### src/rtl/rr_pkg.sv
package rr_pkg;
  localparam int NPORT     = 2;
  localparam int PORT_W    = 1;
  localparam int MAX_CNT   = 15;
  localparam int CNT_W     = $clog2(MAX_CNT + 1);
  localparam int LEN_W     = CNT_W + 1;
  localparam int GOOD_LEN  = 5;
  localparam logic [7:0] TYPE_BUS = 8'h00;
  localparam int PORT_KBD  = 0;
  localparam int PORT_MOUSE = 1;

  typedef struct packed {
    logic              hit;
    logic [PORT_W-1:0] idx;
  } route_t;

  function automatic route_t addr_route(input logic [3:0] addr);
    route_t r;
    r.hit = 1'b0;
    r.idx = '0;
    case (addr)
      4'd2, 4'd8: begin r.hit = 1'b1; r.idx = PORT_W'(PORT_KBD);   end
      4'd9:       begin r.hit = 1'b1; r.idx = PORT_W'(PORT_MOUSE); end
      default:    ;
    endcase
    return r;
  endfunction
endpackage

### src/rtl/rr_parse.sv
module rr_parse
  import rr_pkg::*;
(
  input  logic             clk,
  input  logic             rst_n,
  input  logic             in_valid,
  input  logic [7:0]       in_data,
  input  logic             in_first,
  input  logic             in_last,
  output logic             done,
  output logic [LEN_W-1:0] len,
  output logic [7:0]       typ_v,
  output logic             ap_v,
  output logic [3:0]       addr_v,
  output logic [1:0]       reg_v,
  output logic [7:0]       hi_v,
  output logic [7:0]       lo_v
);
  logic             in_pkt_q, in_pkt_n;
  logic [CNT_W-1:0] cnt_q, cnt_n, idx;
  logic [7:0]       typ_q;
  logic             ap_q;
  logic [3:0]       addr_q;
  logic [1:0]       reg_q;
  logic [7:0]       hi_q;
  logic             take;

  assign take = in_valid && (in_first || in_pkt_q);
  assign idx  = in_first ? '0 : cnt_q;
  assign done = take && in_last;
  assign len  = {1'b0, idx} + LEN_W'(1);

  always_comb begin
    in_pkt_n = in_pkt_q;
    cnt_n    = cnt_q;
    if (take) begin
      in_pkt_n = !in_last;
      cnt_n    = (idx == CNT_W'(MAX_CNT)) ? idx : idx + CNT_W'(1);
    end
  end

  always_comb begin
    typ_v  = (idx == CNT_W'(0)) ? in_data    : typ_q;
    ap_v   = (idx == CNT_W'(1)) ? in_data[6] : ap_q;
    addr_v = (idx == CNT_W'(2)) ? in_data[7:4] : addr_q;
    reg_v  = (idx == CNT_W'(2)) ? in_data[1:0] : reg_q;
    hi_v   = (idx == CNT_W'(3)) ? in_data    : hi_q;
    lo_v   = in_data;
  end

  always_ff @(posedge clk or negedge rst_n) begin
    if (!rst_n) begin
      in_pkt_q <= 1'b0;
      cnt_q    <= '0;
      typ_q    <= '0;
      ap_q     <= 1'b0;
      addr_q   <= '0;
      reg_q    <= '0;
      hi_q     <= '0;
    end else begin
      in_pkt_q <= in_pkt_n;
      cnt_q    <= cnt_n;
      if (take && idx == CNT_W'(0)) typ_q <= in_data;
      if (take && idx == CNT_W'(1)) ap_q  <= in_data[6];
      if (take && idx == CNT_W'(2)) begin
        addr_q <= in_data[7:4];
        reg_q  <= in_data[1:0];
      end
      if (take && idx == CNT_W'(3)) hi_q <= in_data;
    end
  end
endmodule

### src/rtl/rr_classify.sv
module rr_classify
  import rr_pkg::*;
(
  input  logic             done,
  input  logic [LEN_W-1:0] len,
  input  logic [7:0]       typ_v,
  input  logic [1:0]       reg_v,
  output logic             accept,
  output logic             reject
);
  logic quiet_drop, well_formed;

  always_comb begin
    quiet_drop  = (typ_v != TYPE_BUS) || (len < LEN_W'(2));
    well_formed = (len == LEN_W'(GOOD_LEN)) && (reg_v == 2'b00);
    accept      = done && !quiet_drop && well_formed;
    reject      = done && !quiet_drop && !well_formed;
  end
endmodule

### src/rtl/rr_route.sv
module rr_route
  import rr_pkg::*;
(
  input  logic             clk,
  input  logic             rst_n,
  input  logic             accept,
  input  logic             reject,
  input  logic [3:0]       addr_v,
  input  logic             ap_v,
  input  logic [15:0]      val_v,
  input  logic [NPORT-1:0] sub_en,
  output logic [NPORT-1:0] port_valid,
  output logic [15:0]      port_value,
  output logic             poll_flag,
  output logic             unrec_pulse
);
  route_t           rt;
  logic [NPORT-1:0] pv_n;
  logic             load;
  logic [15:0]      val_n;
  logic             ap_n;

  assign rt = addr_route(addr_v);

  for (genvar g = 0; g < NPORT; g++) begin : g_port
    assign pv_n[g] = accept && rt.hit && (rt.idx == PORT_W'(g)) && sub_en[g];
  end

  always_comb begin
    load  = |pv_n;
    val_n = load ? val_v : port_value;
    ap_n  = load ? ap_v  : poll_flag;
  end

  always_ff @(posedge clk or negedge rst_n) begin
    if (!rst_n) begin
      port_valid  <= '0;
      port_value  <= '0;
      poll_flag   <= 1'b0;
      unrec_pulse <= 1'b0;
    end else begin
      port_valid  <= pv_n;
      unrec_pulse <= reject;
      port_value  <= val_n;
      poll_flag   <= ap_n;
    end
  end
endmodule

### src/rtl/reply_router.sv
module reply_router
  import rr_pkg::*;
(
  input  logic             clk,
  input  logic             rst_n,
  input  logic             in_valid,
  input  logic [7:0]       in_data,
  input  logic             in_first,
  input  logic             in_last,
  input  logic [NPORT-1:0] sub_en,
  output logic [NPORT-1:0] port_valid,
  output logic [15:0]      port_value,
  output logic             poll_flag,
  output logic             unrec_pulse
);
  logic [1:0]       rst_sync;
  logic             rst_core_n;
  logic             done, ap_v, accept, reject;
  logic [LEN_W-1:0] len;
  logic [7:0]       typ_v, hi_v, lo_v;
  logic [3:0]       addr_v;
  logic [1:0]       reg_v;

  always_ff @(posedge clk or negedge rst_n) begin
    if (!rst_n) rst_sync <= 2'b00;
    else        rst_sync <= {rst_sync[0], 1'b1};
  end
  assign rst_core_n = rst_sync[1];

  rr_parse u_parse (
    .clk(clk), .rst_n(rst_core_n), .in_valid(in_valid), .in_data(in_data),
    .in_first(in_first), .in_last(in_last), .done(done), .len(len),
    .typ_v(typ_v), .ap_v(ap_v), .addr_v(addr_v), .reg_v(reg_v),
    .hi_v(hi_v), .lo_v(lo_v)
  );

  rr_classify u_class (
    .done(done), .len(len), .typ_v(typ_v), .reg_v(reg_v),
    .accept(accept), .reject(reject)
  );

  rr_route u_route (
    .clk(clk), .rst_n(rst_core_n), .accept(accept), .reject(reject),
    .addr_v(addr_v), .ap_v(ap_v), .val_v({hi_v, lo_v}), .sub_en(sub_en),
    .port_valid(port_valid), .port_value(port_value), .poll_flag(poll_flag),
    .unrec_pulse(unrec_pulse)
  );
endmodule

### config.mk
export PLATFORM = sky130hd
export DESIGN_NAME = reply_router
export DESIGN_NICKNAME = d
export VERILOG_FILES = /design/src/rtl/rr_pkg.sv /design/src/rtl/rr_parse.sv /design/src/rtl/rr_classify.sv /design/src/rtl/rr_route.sv /design/src/rtl/reply_router.sv
export SDC_FILE = /design/constraint.sdc
export NUM_CORES = 1
export LEC_CHECK = 0
export BUFFER_PORTS_ARGS = -buffer_cell sky130_fd_sc_hd__buf_2
export CAP_MARGIN = 20
export CORE_MARGIN = 2
export CORE_UTILIZATION = 55
export CTS_CLUSTER_DIAMETER = 50
export DETAILED_ROUTE_END_ITERATION = 10
export MAX_ROUTING_LAYER = met4
export PLACE_DENSITY = 0.78
export SLEW_MARGIN = 5
export SYNTH_ARGS = -nofsm -noshare
export SYNTH_HDL_FRONTEND = slang
export SYNTH_SLANG_ARGS = --single-unit
### constraint.sdc
create_clock -name clk -period 2 [get_ports clk]
set_input_delay 0.3 -clock clk [delete_from_list [all_inputs] [get_ports clk]]
set_output_delay 0.3 -clock clk [all_outputs]
set_load 0.1 [all_outputs]
==> results.toml, run 1 <==
[power]
power_density_nw_per_um2 = 1010
power.total_w = 0.00260
leakage_nw = 1.23
ir_drop_mv = 0.681

[sta]
fin_crit_sh = 0.992
slew_viol_final = 0
setup-violations-final = 0
hold_ws_ns = 0.197
slew_headroom = 0.486
hold_violations = 0
fmax_ghz = 0.504
finClkSkew_ns = 0.00774
tightest_slew_ns = 0.766
rsz0062_at_grt = "true"
min_period_ns = 1.98

[synthesis]
synthTopCellsByArea = "dfrtp_1, mux2_2, a21oi_1, a311oi_4, nor2_1"
synth_area_um2 = 2190
synth_edf_count = 0
yosys.cell_types.count = 32
syn_inst = 163
synth-seq-cells = 50
yosysWarnings = 0
synth_flop_cell = "dfrtp_1"
synth_area_leader_cell = "dfrtp_1"
ys_async_sr_fraction = 1.00
syn_nets = 178
synth_common_cells = "dfrtp_1, mux2_2, nor2_1"
synth_top_area_frac = 0.570
syn_area_per_cell_um2 = 13.5
ys_seq_area_frac = 0.570

[cts]
clock-sinks = 50
numCtsBuffers = 5
clock_path_buffers = 2
cts_tree = "built"
cts-root-buf = "clkbuf_8"
htree_levels = 2
clk_pin_slew_worst_paths_ns = 0.09
clock_latency_ns = 0.30

[final_layout]
drive_above_1_share = 0.517
area_delta_synth_final_pct = 17.0
nets = 219
antenna_cells = 0
finish.utilization = 0.685
stdcell_area_um2 = 2570
fillers = 289

[global_route]
grt_max_degree = 49
grt_pass1_vias = 1493
grt_remaining_overflow = 0
antenna_found_initial = 0
grt_use_met2 = 0.343
grt_pass1_wl_mm = 6.88
use_met3 = 0.0633
busiest_layer = "met2"
met1_usage = 0.262
grt_usage = 0.214

[worst_setup_path]
reg2reg_from = "u_parse.addr_q[1]$_DFFE_PN0P_"
rr_worst_depth = 4
arrival_ns = 2.17
cp.required_ns = 2.18
r2r_end = "u_route.port_value[1]$_DFFE_PN0P_"
cp_slowest_cell = "or4b_4"
endpoint = "u_route.port_value[1]$_DFFE_PN0P_"
critPathCaptureType = "flop"
critPathLaunch = "u_parse.addr_q[1]$_DFFE_PN0P_"
start_kind = "flop"
path_cells = "or4b_4 -> a311oi_4 -> buf_12 -> mux2_2"
slowest_delay_ns = 0.57
crit_fanout = 17
rrSetupSlack_ns = 0.02
critPathKind = "flop to flop"

[floorplanning]
rows = 22
die_w_um = 67.2
start_util = 0.586
io-pin-count = 35
core-area_um2 = 3740
dieArea_um2 = 4510
dieHeight_um = 67.2

[place]
dp_hpwl_mm = 2.83
gp_congestion = 0.835
port_buffers = 34
placed_area_um2 = 2450

[route]
ant_nets = 0
routedWlPerCell_um = 15.8
viasPerCell = 5.61
routed_wl_mm = 4.00
num_vias = 1419
first_iter_violations = 127
route.detailed.drc = 0
firstDrtPassIters = 4

[run]
cap_violations = 0

[min_path]
holdCritStartpoint = "in_last"
min_path_type = "primary input to flop"

[run_status]
status = "complete, no violations"
## area by class of cell
cell class,count,area (µm²),share of cell area
Clock buffer,7,86.3,0.0336
Multi-Input combinational cell,104,910,0.354
Timing Repair Buffer,43,253,0.0985
Clock inverter,1,5.00,0.00195
Tap cell,48,60.1,0.0234
Sequential cell,50,1250,0.488
## placed cells by master, fill, tap and decap left out, types with 3 or more instances in the layout
cell and count:
mux2_2 50, dfrtp_1 49, buf_2 34, nor2_1 7, buf_4 7, a21oi_1 6
clkbuf_8 6, nand3_1 5, nand2_1 4, o21ai_0 3, nor4_1 3
## worst max-delay path, delay by kind of cell (launching register included)
| kind | cells | cell delay (ns) |
|---|---|---|
| and+or+nand+nor | 1 | 0.57 |
| DFF | 1 | 0.41 |
| muxes | 1 | 0.35 |
| AOI/OAI and AO/OA | 1 | 0.33 |
| buffers and inverters | 1 | 0.20 |
## registers in the layout, summed over array words and instances, names as in the netlist
name and count:
rst_sync 2, u_route.unrec_pulse 1, u_route.port_value 16, u_parse.addr_q 4, u_route.port_valid 2, u_parse.hi_q 8, u_parse.typ_q 8, u_parse.in_pkt_q 1
u_parse.ap_q 1, u_parse.reg_q 2, u_route.poll_flag 1, u_parse.cnt_q 4
## what timing repair did
action,4_1_cts,5_1_grt
endpoints found under the setup margin,0,17
hold buffers,1,0
resized for setup,0,2
setup buffers,0,0
endpoints found under the hold margin,2,0
## how the worst min path moves through the flow
| stage | cells after the start | slack [ns] | endpoint |
|---|---|---|---|
| floorplan | 0 | 0.004 | rst_sync[0]$_DFF_PN0_ |
| global placement | 1 | 0.08 | rst_sync[0]$_DFF_PN0_ |
| detailed placement | 1 | 0.09 | rst_sync[0]$_DFF_PN0_ |
| CTS | 2 | 0.20 | u_parse.in_pkt_q$_DFFE_PN0P_ |
| global route | 2 | 0.21 | u_parse.cnt_q[3]$_DFFE_PN0P_ |
| finish | 2 | 0.20 | u_parse.in_pkt_q$_DFFE_PN0P_ |
## per-stage QoR
stage               worst slack [ns]  TNS, ns  std cells
floorplan                    -0.0152   -0.152        163
global placement              0.0672        0        244
detailed placement            0.0295        0        244
CTS                           0.0137        0        253
global route                 -0.0255   -0.148        253
finish                        0.0156        0        253
## power by group
part	internal, W	switching (W)	total [W]
logic	0.000367	0.000277	0.000644
registers	0.00123	0.000144	0.00138
clock network	0.000279	0.000305	0.000584
total	0.00188	0.000725	0.00260
## cell families after synthesis
family,synth area share
compound gates,0.0593
simple gates,0.0839
xor+xnor,0.00799
mux,0.257
buf+inv,0.0200
other cells,0.00171
flops,0.570
## metal layers
metal | up-vias | part of all wire
met3 | 5 | 0.045
met1 | 703 | 0.43
met5 | - | 0
met2 | 38 | 0.51
met4 | 0 | 0.013
li1 | 673 | -
Power figures use the tool's default switching activity.
==> run 2: changes to the inputs <==
Settings changed: PLACE_DENSITY 0.78 to 0.77, SYNTH_HIERARCHICAL set to 1.
==> results.toml, run 2 <==
[synthesis]
yosys.cell_types.count = 38
yosysWarnings = 6
ys_async_sr_fraction = 1.00
synth_common_cells = "dfrtp_1, mux2_2, nor2_1"
synth_area_leader_cell = "dfrtp_1"
synth-seq-cells = 50
synth_compound_area_frac = 0.0335
synth_top_area_frac = 0.500
synth-simple-area-share = 0.0970
syn_nets = 201
synth_fa_ha_area_frac = 0
synth_area_um2 = 2500
synth_edf_count = 0
syn_inst = 186
synth_top_family_by_area = "multiplexers"
syn_area_per_cell_um2 = 13.4
synthTopCellsByArea = "dfrtp_1, mux2_2, mux2_4, mux2_1, buf_4"
muxShareOfSynthArea = 0.299
ys_seq_area_frac = 0.500
synth_flop_cell = "dfrtp_1"
synthXorXnorAreaFrac = 0.0140
synth_most_common_cell = "dfrtp_1"

[place]
dp_slack_ns = -0.980
gp_congestion = 0.805
place_inst = 288
port_buffers = 34
dp_hpwl_mm = 3.72

[worst_setup_path]
path_cells = "nor4_4 -> nor2_4 -> buf_4 -> mux2_2 -> nor3_1 -> nand4b_1 -> nor2_1 -> nand2b_1 -> nor4b_2 -> or2_4 -> buf_12 -> mux2_2"
crit_buf_inv = 2
critPathCaptureType = "flop"
cp.required_ns = 2.20
crit_fanout = 9
path_common_cell = "mux2_2"
cp_slowest_cell = "dfrtp_1"
slowest_delay_ns = 0.42
start_kind = "flop"
arrival_ns = 3.45
critical-path-top-delay-family = "simple AND/OR/NAND/NOR gates"
critPathKind = "flop to flop"

[final_layout]
finish.utilization = 0.729
finalNonFillerCells = 309
final_cell_mix = "dfrtp_1, mux2_2, buf_4"
nets = 271
largest_reg_flops = 16
regMostFlops = "u_route/port_value"
fillers = 274
area_delta_synth_final_pct = 26.9
antenna_cells = 0
drive_above_1_share = 0.599
reg_top3 = "u_route/port_value x16, u_parse/hi_q x8, u_parse/typ_q x8"
final_common_cell = "dfrtp_1"

[floorplanning]
dieHeight_um = 71.4
io-pin-count = 35
die_w_um = 71.4
dieArea_um2 = 5100
core-area_um2 = 4350
rows = 24
start_util = 0.574

[run]
cap_violations = 0

[sta]
rsz0062_at_grt = "true"
finClkSkew_ns = 0.00582
slew_viol_final = 0
min_period_ns = 3.25
fin_crit_sh = 1.62
setup_slack_ns = -1.25
setup-violations-final = 20
slew_headroom = 0.638
tightest_slew_ns = 0.543
hold_violations = 0
fmax_ghz = 0.308

[global_route]
grt_max_degree = 27
grt_remaining_overflow = 0
grt_pass1_wl_mm = 9.12
grt_usage = 0.238
grt_pass1_vias = 1915
antenna_found_initial = 0

[route]
ant_nets = 0
firstDrtPassIters = 4
num_vias = 1745
routedWlPerCell_um = 18.2
viasPerCell = 5.65
first_iter_violations = 126
routed_wl_mm = 5.63
route.detailed.drc = 0

[cts]
cts-root-buf = "clkbuf_8"
clock-sinks = 50
clock_latency_ns = 0.30
htree_levels = 2
clock_path_buffers = 2
cts_tree = "built"
numCtsBuffers = 5
clk_pin_slew_worst_paths_ns = 0.09

[power]
clkPwrFrac = 0.272
p_int_w = 0.00225
ir_drop_mv = 0.590
p_sw_frac = 0.279
p_seq_frac = 0.429
leakage_nw = 1.55
power.total_w = 0.00312
combPwrFrac = 0.299
switching_power_w = 0.000870
power_density_nw_per_um2 = 983

[min_path]
min_path_type = "flop to asynchronous set/reset pin"

[run_status]
violations = "negative setup slack"
status = "finished, violations left"
==> run 2: cell types whose count changed after synthesis, moves of 3 or more <==
cell and change:
nor2_1 +6, nand3_1 -3, mux2_4 +10, mux2_1 +8, o21ai_0 -3, buf_4 +11
clkbuf_1 -6, nor4_1 -3, mux2_2 -5
==> run 2: final timing paths <==
| path | startpoint | to | slack, ns | cells after the start |
|---|---|---|---|---|
| setup reg to reg | u_parse/cnt_q[0]$_DFFE_PN0P_ | u_route/port_value[15]$_DFFE_PN0P_ | -1.25 | 12 |
| max in group asynchronous | rst_sync[1]$_DFF_PN0_ | u_route/port_value[13]$_DFFE_PN0P_ | 1.16 | 1 |
| min in group clk | in_data[1] | u_parse/reg_q[1]$_DFFE_PN0P_ | 0.29 | 2 |
| hold reg to reg | rst_sync[1]$_DFF_PN0_ | u_route/port_value[8]$_DFFE_PN0P_ | 0.26 | 0 |
| hold / removal | rst_sync[1]$_DFF_PN0_ | u_route/port_value[8]$_DFFE_PN0P_ | 0.26 | 0 |
| setup / recovery | u_parse/cnt_q[0]$_DFFE_PN0P_ | u_route/port_value[15]$_DFFE_PN0P_ | -1.25 | 12 |
==> run 2: worst reg2reg max path, cell delays in order, from the launching register on <==
cell and delay [ns]:
dfrtp_1 0.42, nor4_4 0.36, nor2_4 0.13, buf_4 0.16
mux2_2 0.27, nor3_1 0.27, nand4b_1 0.20, nor2_1 0.17
nand2b_1 0.11, nor4b_2 0.35, or2_4 0.24, buf_12 0.14
mux2_2 0.33
==> run 2: area by class of cell <==
cell class / count / area, µm² / area share
clock inverter: 3 / 68.8 / 0.0217
multi-input combinational: 118 / 1140 / 0.359
inverter: 1 / 3.75 / 0.00118
timing repair buffer: 80 / 576 / 0.181
sequential: 50 / 1250 / 0.395
clock buffer: 5 / 68.8 / 0.0217
tap: 52 / 65.1 / 0.0205
==> run 2: logic make-up (layout without fill, tap and decap cells) <==
logic type	after synthesis	in the layout
xor gates and xnor gates	4	4
other	1	1
AOI/OAI and AO/OA	12	12
DFF	50	50
muxes	63	63
buffers and inverters	18	89
and+or+nand+nor	38	38
==> run 2: stage by stage <==
step	hold WS [ns]	instance area [µm²]	TNS [ns]
2_1_floorplan	0.00441	2500	-13.60
3_3_place_gp	0.0849	2890	-14.24
3_5_place_dp	0.0890	2890	-16.83
4_1_cts	0.278	3120	-17.73
5_1_grt	0.290	3170	-25.13
6_report	0.257	3170	-22.72
==> run 2: timing repair <==
item                                    4_1_cts  5_1_grt
gates cloned                                  1        0
endpoints found under the hold margin         2        0
endpoints found under the setup margin       20       20
hold buffers                                  1        0
gates resized for setup                       5        2
setup buffers                                 6        5
pin swaps                                     3        7
==> run 2: power by group through the flow <==
| stage | Clock [W] | Sequential [W] | Combinational, W |
|---|---|---|---|
| after floorplan | 0 | 0.00131 | 0.000636 |
| after global placement | 0 | 0.00133 | 0.000829 |
| after detailed placement | 0 | 0.00135 | 0.000866 |
| after CTS | 0.000855 | 0.00133 | 0.000885 |
| after global routing | 0.000897 | 0.00136 | 0.00101 |
| final | 0.000847 | 0.00134 | 0.000935 |
==> run 2: metal layers <==
layer  routed length (µm)  GRT usage  share of wire  vias up
met4                  141     0.0922          0.025        0
met1                 2340      0.283           0.42      877
met3                  223     0.0563          0.040       15
li1                     -          -              -      793
met5                    0          -              0        -
met2                 2920      0.393           0.52       60
==> run 3: changes to the inputs <==
Settings changed: CORE_UTILIZATION 55 to 35, PLACE_DENSITY 0.77 to unset.
==> results.toml, run 3 (synthesized netlist as in run 2, its figures left out) <==
[run_status]
status = "finished, violations left"
violations = "negative setup slack"

[worst_setup_path]
path_cells = "nor4_4 -> nor2_4 -> mux2_2 -> nor4_2 -> nand4b_1 -> nor2_1 -> nand2b_1 -> nor4b_4 -> or2_4 -> buf_12 -> mux2_2"
slowest_delay_ns = 0.43
cp_slowest_cell = "dfrtp_1"
critPathCaptureType = "flop"
cp.required_ns = 2.19
crit_fanout = 8
arrival_ns = 3.11
critPathKind = "flop to flop"
start_kind = "flop"
path_common_cell = "mux2_2"

[floorplanning]
dieArea_um2 = 7840
start_util = 0.364
dieHeight_um = 88.5
core-area_um2 = 6870
io-pin-count = 35
rows = 30
die_w_um = 88.5

[route]
num_vias = 1602
route.detailed.drc = 0
routed_wl_mm = 5.00
viasPerCell = 4.60
routedWlPerCell_um = 14.4
firstDrtPassIters = 4
first_iter_violations = 32
ant_nets = 0

[place]
place_inst = 333
dp_hpwl_mm = 3.67
placed_area_um2 = 2960
gp_congestion = 0.794
port_buffers = 34
dp_slack_ns = -0.945

[cts]
clk_pin_slew_worst_paths_ns = 0.10
clock-sinks = 50
clock_path_buffers = 2
cts_tree = "built"
numCtsBuffers = 5
htree_levels = 2
clock_latency_ns = 0.30
cts-root-buf = "clkbuf_8"

[final_layout]
nets = 266
largest_reg_flops = 16
finalNonFillerCells = 348
antenna_cells = 0
final_common_cell = "dfrtp_1"
stdcell_area_um2 = 3170
regMostFlops = "u_route/port_value"
final_cell_mix = "dfrtp_1, mux2_2, buf_4"
area_delta_synth_final_pct = 26.6
reg_top3 = "u_route/port_value x16, u_parse/hi_q x8, u_parse/typ_q x8"
drive_above_1_share = 0.595

[run]
cap_violations = 0

[global_route]
grt_max_degree = 26
grt_remaining_overflow = 0
grt_usage = 0.142
met1_usage = 0.178
antenna_found_initial = 0
use_met3 = 0.0373
grt_pass1_vias = 1635
grt_pass1_wl_mm = 8.03
busiest_layer = "met2"
grt_use_met2 = 0.228

[sta]
min_period_ns = 2.92
slew_viol_final = 0
slew_headroom = 0.622
finClkSkew_ns = 0.00562
setup-violations-final = 19
rsz0062_at_grt = "true"
hold_violations = 0
timing.setup.tns_ns = -16.03
setup_slack_ns = -0.918
fmax_ghz = 0.343
fin_crit_sh = 1.46
tightest_slew_ns = 0.567

[power]
ir_drop_mv = 0.466
leakage_nw = 1.51
power.total_w = 0.00285
power_density_nw_per_um2 = 899

[min_path]
min_path_type = "flop to asynchronous set/reset pin"
[run 3: what timing repair did]
action	in CTS	in global routing
pin swaps	1	2
hold endpoints to repair	2	0
gates resized for setup	5	2
hold buffers	1	0
setup endpoints to repair	19	20
cloned	1	0
buffers inserted	3	2
[run 3: layer usage]
layer  up-vias  part of all wire  routed length, µm
met5         -                 0                  0
met4         0             0.012                 62
met3         6             0.028                142
met2        21              0.48               2420
met1       792              0.48               2380
li1        783                 -                  -
[run 3: layout make-up]
| cell class | count | area (µm²) |
|---|---|---|
| fillers | 673 | 3700 |
| flip-flops and latches | 50 | 1250 |
| multi-input cells | 118 | 1140 |
| repair buffers | 75 | 551 |
| well taps | 96 | 120 |
| clock buffers | 6 | 82.6 |
| clock inverters | 2 | 16.3 |
| inverters | 1 | 3.75 |
[run 3: worst paths after layout]
kind	start	endpoint	cells after the start	slack, ns
max reg2reg	u_parse/cnt_q[1]$_DFFE_PN0P_	u_route/port_value[8]$_DFFE_PN0P_	11	-0.92
min	rst_sync[1]$_DFF_PN0_	u_parse/hi_q[6]$_DFFE_PN0P_	0	0.26
max	u_parse/cnt_q[1]$_DFFE_PN0P_	u_route/port_value[8]$_DFFE_PN0P_	11	-0.92
max in group asynchronous	rst_sync[1]$_DFF_PN0_	u_route/unrec_pulse$_DFF_PN0_	1	1.21
min in group clk	in_data[2]	u_parse/hi_q[2]$_DFFE_PN0P_	2	0.28
min reg2reg	rst_sync[1]$_DFF_PN0_	u_parse/hi_q[6]$_DFFE_PN0P_	0	0.26
[run 3: per-stage QoR]
step	hold slack [ns]	util
2_1_floorplan	0.00441	-
3_3_place_gp	0.0873	0.432
3_5_place_dp	0.0873	0.432
4_1_cts	0.271	0.457
5_1_grt	0.287	0.461
6_report	0.263	0.461
[run 3: power by group]
part	switching (W)	leakage [nW]	internal (W)	total, W
combinational	0.000364	0.823	0.000524	0.000888
clock	0.000345	0.0478	0.000285	0.000631
sequential	0.000115	0.643	0.00121	0.00133
total	0.000824	1.51	0.00202	0.00285
[run 3: critical path: cells and delay by family, from the launching register on]
family,cells,cell delay [ns]
buffers and inverters,1,0.14
AND/OR/NAND/NOR,8,1.60
multiplexers,2,0.62
flip-flops,1,0.43
